$ cat src/rtl/spim_pkg.sv
package spim_pkg;
   localparam int FRAME_MAX = 16;
   localparam int DSS_W     = 4;

   localparam int OFS_CTRL0 = 'h00;
   localparam int OFS_CTRL1 = 'h04;
   localparam int OFS_DATA  = 'h08;
   localparam int OFS_STAT  = 'h0C;
   localparam int OFS_PRE   = 'h10;
   localparam int OFS_IRQ   = 'h14;

   typedef struct packed {
      logic out_off;
      logic slave_sel;
      logic run_en;
      logic loop_en;
      logic ovr_ie;
      logic tx_ie;
      logic rx_ie;
   } ctl1_t;
endpackage

$ cat src/rtl/spim_fifo.sv
module spim_fifo #(
   parameter int WIDTH = 16,
   parameter int DEPTH = 8,
   localparam int AW = $clog2(DEPTH),
   localparam int CW = AW + 1
) (
   input  logic             clk,
   input  logic             rst_n,
   input  logic             push,
   input  logic [WIDTH-1:0] din,
   input  logic             pop,
   output logic [WIDTH-1:0] dout,
   output logic [CW-1:0]    count,
   output logic             full,
   output logic             empty
);
   generate
      if (DEPTH < 2 || (DEPTH & (DEPTH - 1)) != 0) begin : g_depth_bad
         $error("spim_fifo: DEPTH must be a power of two of at least 2");
      end
   endgenerate

   logic [WIDTH-1:0] mem [DEPTH];
   logic [AW-1:0]    wp_q, rp_q;
   logic             do_push, do_pop;

   assign full    = (count == CW'(DEPTH));
   assign empty   = (count == '0);
   assign do_push = push & ~full;
   assign do_pop  = pop & ~empty;
   assign dout    = mem[rp_q];

   always_ff @(posedge clk) begin
      if (do_push) mem[wp_q] <= din;
   end

   always_ff @(posedge clk or negedge rst_n) begin
      if (!rst_n) begin
         wp_q  <= '0;
         rp_q  <= '0;
         count <= '0;
      end else begin
         if (do_push) wp_q <= wp_q + AW'(1);
         if (do_pop)  rp_q <= rp_q + AW'(1);
         case ({do_push, do_pop})
            2'b10:   count <= count + CW'(1);
            2'b01:   count <= count - CW'(1);
            default: count <= count;
         endcase
      end
   end

   p_cnt_bound_r6: assert property (@(posedge clk) disable iff (!rst_n)
      count <= CW'(DEPTH));
   p_full_hold_r6: assert property (@(posedge clk) disable iff (!rst_n)
      (full && !pop) |=> (count == CW'(DEPTH)));
endmodule

$ cat src/rtl/spim_shift.sv
module spim_shift
   import spim_pkg::*;
#(
   parameter int CNT_W = 16,
   localparam int EW = DSS_W + 1
) (
   input  logic                 clk,
   input  logic                 rst_n,
   input  logic                 en,
   input  logic                 cpol,
   input  logic                 cpha,
   input  logic                 lbk,
   input  logic [DSS_W-1:0]     dss,
   input  logic [7:0]           cpsr,
   input  logic [7:0]           scr,
   input  logic                 tx_valid,
   input  logic [FRAME_MAX-1:0] tx_word,
   input  logic                 miso,
   output logic                 tx_pop,
   output logic                 rx_push,
   output logic [FRAME_MAX-1:0] rx_word,
   output logic                 sclk,
   output logic                 mosi,
   output logic                 active
);
   generate
      if (CNT_W < 16) begin : g_cnt_bad
         $error("spim_shift: CNT_W must cover prescale times divisor");
      end
   endgenerate

   logic                 run_q, sclk_q, mosi_q;
   logic [EW-1:0]        edge_q;
   logic [CNT_W-1:0]     cnt_q, half_m1;
   logic [FRAME_MAX-1:0] sh_q, rx_q, rx_nxt, mask;
   logic [FRAME_MAX:0]   mask_w;
   logic [DSS_W-1:0]     top_idx;
   logic [6:0]           pre;
   logic                 tick, lead, sample_ev, shift_ev, last, start, sin;
   logic                 unused_pre;

   assign unused_pre = cpsr[0];
   assign top_idx    = (dss < DSS_W'(3)) ? DSS_W'(3) : dss;
   assign pre        = (cpsr[7:1] == 7'd0) ? 7'd1 : cpsr[7:1];
   assign half_m1    = CNT_W'(16'(pre) * (16'(scr) + 16'd1) - 16'd1);
   assign mask_w     = (FRAME_MAX+1)'(1) << ({1'b0, top_idx} + EW'(1));
   assign mask       = FRAME_MAX'(mask_w - (FRAME_MAX+1)'(1));

   assign tick      = run_q & en & (cnt_q == '0);
   assign lead      = ~edge_q[0];
   assign sample_ev = tick & (lead ^ cpha);
   assign shift_ev  = tick & ~(lead ^ cpha);
   assign last      = tick & (edge_q == {top_idx, 1'b1});
   assign start     = ~run_q & en & tx_valid;
   assign sin       = lbk ? mosi_q : miso;
   assign rx_nxt    = {rx_q[FRAME_MAX-2:0], sin};

   assign tx_pop  = start;
   assign rx_push = last;
   assign rx_word = (sample_ev ? rx_nxt : rx_q) & mask;
   assign sclk    = sclk_q;
   assign mosi    = mosi_q;
   assign active  = run_q;

   always_ff @(posedge clk or negedge rst_n) begin
      if (!rst_n) begin
         run_q  <= 1'b0;
         sclk_q <= 1'b0;
         mosi_q <= 1'b0;
         edge_q <= '0;
         cnt_q  <= '0;
         sh_q   <= '0;
         rx_q   <= '0;
      end else if (start) begin
         run_q  <= 1'b1;
         sclk_q <= cpol;
         edge_q <= '0;
         cnt_q  <= half_m1;
         mosi_q <= tx_word[top_idx];
         sh_q   <= cpha ? tx_word : (tx_word << 1);
         rx_q   <= '0;
      end else if (tick) begin
         cnt_q  <= half_m1;
         sclk_q <= ~sclk_q;
         edge_q <= edge_q + EW'(1);
         if (last) run_q <= 1'b0;
         if (shift_ev) begin
            mosi_q <= sh_q[top_idx];
            sh_q   <= sh_q << 1;
         end
         if (sample_ev) rx_q <= rx_nxt;
      end else if (run_q) begin
         if (en) cnt_q <= cnt_q - CNT_W'(1);
      end else begin
         sclk_q <= cpol;
      end
   end

   p_idle_level_r3: assert property (@(posedge clk) disable iff (!rst_n)
      (last && $stable(cpol)) |=> (sclk_q == cpol));
   p_edge_on_tick_r4: assert property (@(posedge clk) disable iff (!rst_n)
      (run_q && en && cnt_q != '0) |=> $stable(sclk_q));
   p_frozen_off_r9: assert property (@(posedge clk) disable iff (!rst_n)
      (run_q && !en) |=> ($stable(sclk_q) && $stable(edge_q)));
endmodule

$ cat src/rtl/spim_top.sv
module spim_top
   import spim_pkg::*;
#(
   parameter int ADDR_W     = 5,
   parameter int DATA_W     = 32,
   parameter int FIFO_DEPTH = 8,
   localparam int CW = $clog2(FIFO_DEPTH) + 1
) (
   input  logic              clk,
   input  logic              rst_n,
   input  logic              reg_sel,
   input  logic              reg_wr,
   input  logic [ADDR_W-1:0] reg_addr,
   input  logic [DATA_W-1:0] reg_wdata,
   output logic [DATA_W-1:0] reg_rdata,
   output logic              irq_rx,
   output logic              irq_tx,
   output logic              irq_ovr,
   output logic              sclk,
   output logic              mosi,
   input  logic              miso
);
   generate
      if (ADDR_W < 5 || DATA_W < FRAME_MAX) begin : g_bus_bad
         $error("spim_top: bus too narrow for the register map");
      end
   endgenerate

   localparam logic [ADDR_W-1:0] A_CTRL0 = ADDR_W'(OFS_CTRL0);
   localparam logic [ADDR_W-1:0] A_CTRL1 = ADDR_W'(OFS_CTRL1);
   localparam logic [ADDR_W-1:0] A_DATA  = ADDR_W'(OFS_DATA);
   localparam logic [ADDR_W-1:0] A_STAT  = ADDR_W'(OFS_STAT);
   localparam logic [ADDR_W-1:0] A_PRE   = ADDR_W'(OFS_PRE);
   localparam logic [ADDR_W-1:0] A_IRQ   = ADDR_W'(OFS_IRQ);

   logic [15:0]          ctl0_q;
   ctl1_t                ctl1_q;
   logic [7:0]           pre_q;
   logic                 ovr_q;
   logic                 wr_s, rd_s, tx_push, rx_pop, irq_clr;
   logic [FRAME_MAX-1:0] tx_head, rx_head, rx_in;
   logic [CW-1:0]        tx_cnt, rx_cnt;
   logic                 tx_full, tx_empty, rx_full, rx_empty;
   logic                 sh_pop, sh_push, sh_active, busy;
   logic [2:0]           irq_vec;
   logic [4:0]           stat;
   logic                 unused_bits;

   assign wr_s    = reg_sel & reg_wr;
   assign rd_s    = reg_sel & ~reg_wr;
   assign tx_push = wr_s & (reg_addr == A_DATA);
   assign rx_pop  = rd_s & (reg_addr == A_DATA);
   assign irq_clr = wr_s & (reg_addr == A_IRQ);
   assign unused_bits = ^{reg_wdata[DATA_W-1:16], ctl1_q.out_off, ctl1_q.slave_sel};

   always_ff @(posedge clk or negedge rst_n) begin
      if (!rst_n) begin
         ctl0_q <= '0;
         ctl1_q <= '0;
         pre_q  <= '0;
         ovr_q  <= 1'b0;
      end else begin
         if (wr_s && reg_addr == A_CTRL0) ctl0_q <= reg_wdata[15:0];
         if (wr_s && reg_addr == A_CTRL1) ctl1_q <= ctl1_t'(reg_wdata[6:0]);
         if (wr_s && reg_addr == A_PRE)   pre_q  <= reg_wdata[7:0];
         if (sh_push && rx_full)          ovr_q  <= 1'b1;
         else if (irq_clr)                ovr_q  <= 1'b0;
      end
   end

   spim_fifo #(.WIDTH(FRAME_MAX), .DEPTH(FIFO_DEPTH)) u_txq (
      .clk(clk), .rst_n(rst_n), .push(tx_push), .din(reg_wdata[FRAME_MAX-1:0]),
      .pop(sh_pop), .dout(tx_head), .count(tx_cnt), .full(tx_full), .empty(tx_empty));

   spim_fifo #(.WIDTH(FRAME_MAX), .DEPTH(FIFO_DEPTH)) u_rxq (
      .clk(clk), .rst_n(rst_n), .push(sh_push), .din(rx_in),
      .pop(rx_pop), .dout(rx_head), .count(rx_cnt), .full(rx_full), .empty(rx_empty));

   spim_shift #(.CNT_W(16)) u_shift (
      .clk(clk), .rst_n(rst_n), .en(ctl1_q.run_en), .cpol(ctl0_q[7]), .cpha(ctl0_q[6]),
      .lbk(ctl1_q.loop_en), .dss(ctl0_q[DSS_W-1:0]), .cpsr(pre_q), .scr(ctl0_q[15:8]),
      .tx_valid(~tx_empty), .tx_word(tx_head), .miso(miso), .tx_pop(sh_pop),
      .rx_push(sh_push), .rx_word(rx_in), .sclk(sclk), .mosi(mosi), .active(sh_active));

   assign busy    = ctl1_q.run_en & (sh_active | ~tx_empty);
   assign stat    = {busy, rx_full, ~rx_empty, ~tx_full, tx_empty};
   assign irq_vec = {ovr_q & ctl1_q.ovr_ie,
                     (tx_cnt <= CW'(FIFO_DEPTH/2)) & ctl1_q.tx_ie,
                     (rx_cnt >= CW'(FIFO_DEPTH/2)) & ctl1_q.rx_ie};
   assign irq_rx  = irq_vec[0];
   assign irq_tx  = irq_vec[1];
   assign irq_ovr = irq_vec[2];

   always_comb begin
      reg_rdata = '0;
      unique case (reg_addr)
         A_CTRL0: reg_rdata = DATA_W'(ctl0_q);
         A_CTRL1: reg_rdata = DATA_W'(ctl1_q);
         A_DATA:  reg_rdata = rx_empty ? '0 : DATA_W'(rx_head);
         A_STAT:  reg_rdata = DATA_W'(stat);
         A_PRE:   reg_rdata = DATA_W'(pre_q);
         A_IRQ:   reg_rdata = DATA_W'(irq_vec);
         default: reg_rdata = '0;
      endcase
   end

   p_ovr_sticky_r7: assert property (@(posedge clk) disable iff (!rst_n)
      (ovr_q && !irq_clr) |=> ovr_q);
   p_ovr_cause_r7: assert property (@(posedge clk) disable iff (!rst_n)
      $rose(ovr_q) |-> $past(rx_full && sh_push));
   p_hold_when_off_r9: assert property (@(posedge clk) disable iff (!rst_n)
      (!ctl1_q.run_en && !tx_push) |=> (tx_cnt == $past(tx_cnt)));
   p_pair_frames_r6: assert property (@(posedge clk) disable iff (!rst_n)
      sh_push |-> !sh_pop);
endmodule

$ cat config.mk
export PLATFORM = sky130hd
export DESIGN_NAME = spim_top
export DESIGN_NICKNAME = d
export VERILOG_FILES = /design/src/rtl/spim_pkg.sv /design/src/rtl/spim_fifo.sv /design/src/rtl/spim_shift.sv /design/src/rtl/spim_top.sv
export SDC_FILE = /design/constraint.sdc
export NUM_CORES = 1
export LEC_CHECK = 0
export ABC_CLOCK_PERIOD_IN_PS = 14200
export BUFFER_PORTS_ARGS = -buffer_cell sky130_fd_sc_hd__buf_4
export CAP_MARGIN = 25
export CORE_MARGIN = 2
export CORE_UTILIZATION = 40
export CTS_CLUSTER_SIZE = 20
export DETAILED_ROUTE_END_ITERATION = 16
export GPL_TIMING_DRIVEN = 0
export SYNTH_ARGS = -nofsm -noshare
export SYNTH_HDL_FRONTEND = slang
export SYNTH_SLANG_ARGS = --single-unit
$ cat constraint.sdc
create_clock -name clk -period 14.2 [get_ports clk]
set_input_delay 1.42 -clock clk [delete_from_list [all_inputs] [get_ports clk]]
set_output_delay 1.42 -clock clk [all_outputs]
set_load 0.05 [all_outputs]
# [Word-level counts from Yosys, hierarchy flattened]
# Memory sizes are Yosys's and may differ from the RTL's.
# Cells that the tools add are included.
[word_totals] input_bits=42 mem_bits_rw=256 mem_count=2 elab_cells=149 ff_bits=108 out_inout_bits=37
[op_classes] muxes=39 reduce_logical=20 order_cmp=4 eq_ne=13 add_sub_neg=14 mul=1 shifts=1 bitwise_logic=32
[memory_table] memory="u_rxq.mem" words=8 width=16 rd=1 rd_clocked_by_memory_dff=0 wr=1 line_no="spim_fifo.sv:23" text="logic [WIDTH-1:0] mem [DEPTH];"
[memory_table] memory="u_txq.mem" words=8 width=16 rd=1 rd_clocked_by_memory_dff=0 wr=1 line_no="spim_fifo.sv:23"
[op_table] cell="16-bit 2-to-1 mux" count=12
[op_table] cell="16-bit one-hot mux with 6 select lines" count=1
[op_table] cell="16-bit by 1-bit subtractor with 16-bit output, second input constant" count=3
[op_table] cell="1-bit AND" count=20
[op_table] cell="1-bit 2-to-1 mux" count=18
[op_table] cell="16-bit AND" count=1
[op_table] cell="16-bit zero test" count=1
[op_table] cell="7-bit by 16-bit multiplier with 16-bit output" count=1
[op_table] cell="4-bit one-hot mux with 2 select lines" count=2
[op_table] cell="1-bit by 5-bit left shift with 16-bit output, first input constant" count=1
[op_table] cell="3-bit by 1-bit adder with 3-bit output, second input constant" count=4
[op_table] cell="2-bit nonzero test" count=6
[op_table] cell="5-bit by 4-bit equality test with 1-bit output, second input constant" count=2
[op_table] cell="5-bit equality test, second input constant" count=2
[op_table] cell="5-bit 2-to-1 mux" count=2
[op_table] cell="8-bit by 1-bit adder with 9-bit output, second input constant" count=1
[op_table] cell="1-bit inverter" count=9
[op_table] cell="4-bit by 1-bit adder with 4-bit output, second input constant" count=2
[op_table] cell="1-bit binary-select mux with 4-bit select" count=2
[op_table] cell="4-bit equality test, second input constant" count=2
[op_table] cell="4-bit zero test" count=2
[op_table] cell="4-bit by 1-bit subtractor with 4-bit output, second input constant" count=2
[op_table] cell="7-bit zero test" count=1
[op_table] cell="7-bit 2-to-1 mux" count=1
[op_table] cell="other kinds (18)" count=26

# [Longest topological paths before layout]
[depth] ltp_word=7 depth_mapped=18

# [By module]
# A second synthesis with hierarchy kept.
[unflattened] hier_cells=1359 area_unflattened_um2=18913.1
[modules_own_cells] module="spim_fifo" cells_each=253 seq_area_each_um2=4093.9 area_per_inst_um2=5557.8 instances=2
[modules_own_cells] module="spim_shift" cells_each=694 seq_area_each_um2=1401.3 area_per_inst_um2=5891.9 instances=1
[modules_own_cells] module="spim_top" cells_each=159 seq_area_each_um2=800.8 area_per_inst_um2=1905.6 instances=1

# [Worst setup path before layout]
# No wires, ideal clock.
[synth_path] path_kind="input -> output" from="input port reg_addr[4]" to="output port reg_rdata[10]" cell_stages=6 slack_ns=9.006 required_ns=12.780 n_path_buf=2 arrival_ns=3.774 cell_sequence="clkbuf_1 > nor4b_1 > nor2b_1 > nand2_1 > clkbuf_1 > o21ai_0"
[synth_between] elab_chain_len=2
[synth_lines] element="start: declaration" line_no="spim_top.sv:13" text="input logic [ADDR_W-1:0] reg_addr,"
[synth_lines] element="5-bit equality test (tied with other cells)" line_no="spim_top.sv:96" text="unique case (reg_addr)"
[synth_lines] element="16-bit one-hot mux with 6 select lines (*)" line_no="spim_top.sv:96"
[synth_lines] element="end: declaration" line_no="spim_top.sv:15" text="output logic [DATA_W-1:0] reg_rdata,"
# Every way passes the cells marked *; elsewhere a longest branch is shown, timed or not.

# [Worst setup path after layout]
[layout_path] from="register ctl0_q[9]" to="register u_shift.cnt_q[14]"
[layout_between] elab_chain_len=5
[layout_lines] element="start: declaration" line_no="spim_top.sv:36" text="logic [15:0] ctl0_q;"
[layout_lines] element="start signal: assignment" line_no="spim_top.sv:63" text="if (wr_s && reg_addr == A_CTRL0) ctl0_q <= reg_wdata[15:0];"
[layout_lines] element="8-bit by 1-bit adder with 9-bit output (*)" line_no="spim_shift.sv:45" text="assign half_m1 = CNT_W'(16'(pre) * (16'(scr) + 16'd1) - 16'd1);"
[layout_lines] element="7-bit by 16-bit multiplier with 16-bit output (*)" line_no="spim_shift.sv:45"
[layout_lines] element="16-bit by 1-bit subtractor with 16-bit output (*)" line_no="spim_shift.sv:45"
[layout_lines] element="16-bit 2-to-1 mux" line_no="spim_shift.sv:82" text="end else if (tick) begin"
[layout_lines] element="16-bit 2-to-1 mux (*)" line_no="spim_shift.sv:74" text="end else if (start) begin"
[layout_lines] element="end signal: assignment" line_no="spim_shift.sv:78" text="cnt_q <= half_m1;"
[layout_lines] element="end signal: assignment" line_no="spim_shift.sv:83" text="cnt_q <= half_m1;"
[layout_lines] element="end signal: assignment" line_no="spim_shift.sv:93" text="if (en) cnt_q <= cnt_q - CNT_W'(1);"
[layout_lines] element="end: declaration" line_no="spim_shift.sv:34" text="logic [CNT_W-1:0] cnt_q, half_m1;"
# Marks and branches as above.
# A chain may end at the register's enable or synchronous reset.

==> impl_metrics.ini <==
[run_status]
status = complete, no violations

[worst_setup_path]
reg2reg_slack_ns = 8.56
critPathMaxFanout = 7
path_cells = ha_1 > nand3_1 > nor2_1 > xnor2_1 > nor2b_1 > fa_1 > fa_1 > fa_1 > inv_1 > fa_1 > inv_1 > ha_1 > a21oi_1 > o21bai_1 > a21oi_1 > nor3b_1 > mux2i_1 > a21oi_1
end_kind = flip-flop
cpMostUsedCell = fa_1
start_kind = flip-flop
cp.arrival_ns = 6.09
path_class = flip-flop to flip-flop
path_depth = 18
max_stage_delay_ns = 0.61
cp-startpoint = ctl0_q[9]
critical_path_required_ns = 14.65
worstSetupEndpoint = u_shift.cnt_q[14]
crit_family = adder cells
r2r_end = u_shift.cnt_q[14]
ff2ff_path_depth = 18
r2r_start = ctl0_q[9]
cp_num_buf_inv = 2
cp_slowest_cell = xnor2_1

[logic_synthesis]
synthCells = 1394
synth-main-ff-cell = edfxtp_1
syn-mean-instance-area_um2 = 13.2
synth_top_cell_by_area = edfxtp_1
synthTopCellsByArea = edfxtp_1 (42%), dfrtp_1 (15%), mux4_2 (7.3%)
async_reset_ff_share_pct = 29.7
synth.cell_area_um2 = 18400
yosys_warnings = 0
yosysSeqAreaShare_pct = 56.3
synth_edf_count = 256
yosys_register_bits = 364
synth_cell_types = 72
synth_top_area_share_pct = 41.7

[cts]
cts_tree = yes
cts-resized-gates = 0
clock_latency_ns = 0.59
cts_sinks = 364
clk_pin_slew_ns = 0.06
postCtsSetupRepairBufs = 0
h-tree-depth = 2
clock_path_buffers = 3
cts_hold_buf = 0
cts-buffers-inserted = 40
cts_root_buffer = clkbuf_16

[floorplanning]
placementRows = 78
die_area_um2 = 47800
dieWidth_um = 219
initial_core_util_pct = 40.5
chipHeight_um = 219
core_um2 = 45500
io_pins = 79

[sta]
worstMarginPinSlew_ns = 1.06
skew_ns = 0.0295
fin_tns_setup_ns = 0
fmax_mhz = 177
hold_viol = 0
maxSlewHeadroom_pct = 28.8
rsz0062_at_grt = no
period_share_pct = 39.7
min_period_ns = 5.64
finalSetupViolations = 0
fin_ws_ns = 8.56
timing.hold.ws_ns = 0.482
drv_slew = 0

[routing]
wl_per_cell_um = 21.0
wl_um = 45100
routed_via_density = 5.46
drtIter0Drc = 1050
route.detailed.drc = 0
vias = 11700
drt_pre_antenna_iters = 5
ant_nets = 0

[layout]
post-route-util_pct = 46.7
layout.cells.non_filler = 2145
final_area_um2 = 21200
drive_above_1_share_pct = 19.9
area_growth_pct = 15.2
final_common_cell = edfxtp_1
n_antenna_cell = 0
final_cell_mix = edfxtp_1 (256), nand2_1 (142), dfrtp_1 (108)
nets = 1651

[placement]
io_buffer_count = 44
dp_hpwl_um = 32800
post-place-ws_ns = 8.55
dp.cells = 2074
place_area_um2 = 20000
gp_congestion = 0.847

[grt]
grt_max_degree = 92
grt_pass1_vias = 11700
grt-ovfl-total = 0
grt_pass1_wl_um = 69500
antenna_found_initial = 0
grt_use_total_pct = 19.2

[job]
max-cap-violations = 0

[pwr]
ir_drop_mv = 0.101
leakagePower_nw = 7.95
p_per_area_nw_per_um2 = 155
p_total_mw = 3.29

[worst_hold_path]
hold_class = flip-flop to flip-flop
-- final cells by class --
| class | instances | area, µm² |
|---|---|---|
| Fill cell | 4082 | 24200 |
| Multi-Input combinational cell | 882 | 7450 |
| Buffer | 84 | 425 |
| Clock inverter | 23 | 249 |
| Inverter | 80 | 300 |
| Timing Repair Buffer | 64 | 642 |
| Clock buffer | 48 | 1030 |
| Sequential cell | 364 | 10400 |
| Tap cell | 600 | 751 |
-- logic make-up (layout without fill, tap and decap cells) --
kind of cell,after synthesis,in the layout,synth area share [%]
compound gates,206,206,7.13
xor+xnor,37,37,1.76
fa+ha+maj,93,93,7.98
buf+inv,164,299,3.94
flops,364,364,56.3
mux,155,155,12.8
other cells,2,18,0.0407
simple gates,373,373,9.97
-- how the worst min path moves through the flow --
| stage | startpoint | end | slack, ns | cells after the start |
|---|---|---|---|---|
| after detailed placement | u_shift.rx_q[15] | u_shift.rx_q[15] | 0.47 | 2 |
| after floorplan | u_shift.rx_q[15] | u_shift.rx_q[15] | 0.45 | 2 |
| after CTS | u_shift.rx_q[15] | u_shift.rx_q[15] | 0.49 | 2 |
| after global placement | u_shift.rx_q[15] | u_shift.rx_q[15] | 0.47 | 2 |
| final | u_shift.rx_q[15] | u_shift.rx_q[15] | 0.48 | 2 |
| after global routing | u_shift.rx_q[15] | u_shift.rx_q[15] | 0.51 | 2 |
-- per-layer routing --
layer	routed length [µm]	global-route usage (%)	part of all wire, %
met1	19500	25.9	43
met2	21700	31.0	48
met3	2280	3.05	5.1
met4	1660	8.18	3.7
met5	0	0	0
-- worst reg2reg max path, stage by stage, from the launching register on --
cell,delay [ns]
dfrtp_1,0.50
ha_1,0.26
nand3_1,0.16
nor2_1,0.10
xnor2_1,0.61
nor2b_1,0.18
fa_1,0.58
fa_1,0.45
fa_1,0.54
inv_1,0.05
fa_1,0.52
inv_1,0.04
ha_1,0.35
a21oi_1,0.22
o21bai_1,0.15
a21oi_1,0.18
nor3b_1,0.27
mux2i_1,0.26
a21oi_1,0.09
-- where the power goes --
part	leakage (nW)	total (mW)	internal [mW]	switching, mW
combinational	3.67	0.978	0.414	0.564
sequential	3.65	1.29	1.21	0.0808
clock	0.628	1.02	0.582	0.437
total	7.95	3.29	2.21	1.08
-- synth_stat cells (16+ instances only) --
cell type and instances:
mux2i_1 43, nand2_1 142, mux4_2 60, buf_2 19, fa_1 41, inv_1 78, a21oi_1 50, nor2_1 71
buf_4 21, o21ai_0 53, xor2_1 16, and2_1 20, nand3_1 17, xnor2_1 21, clkbuf_1 39, nand2b_1 19
ha_1 52, mux2_2 52, dfrtp_1 108, nor2b_1 25, nor3_1 16, edfxtp_1 256
-- flip-flops by register name, indices dropped and copies added (netlist names), 3 cells and up --
| signal | count |
|---|---|
| u_rxq.count | 4 |
| u_txq.wp_q | 3 |
| u_txq.mem | 128 |
| u_shift.edge_q | 5 |
| ctl0_q | 16 |
| u_rxq.mem | 128 |
| u_shift.cnt_q | 16 |
| pre_q | 8 |
| u_shift.sh_q | 16 |
| u_rxq.wp_q | 3 |
| ctl1_q | 7 |
| u_rxq.rp_q | 3 |
| u_txq.rp_q | 3 |
| u_shift.rx_q | 16 |
| u_txq.count | 4 |
(Power assumes the default switching activity.)
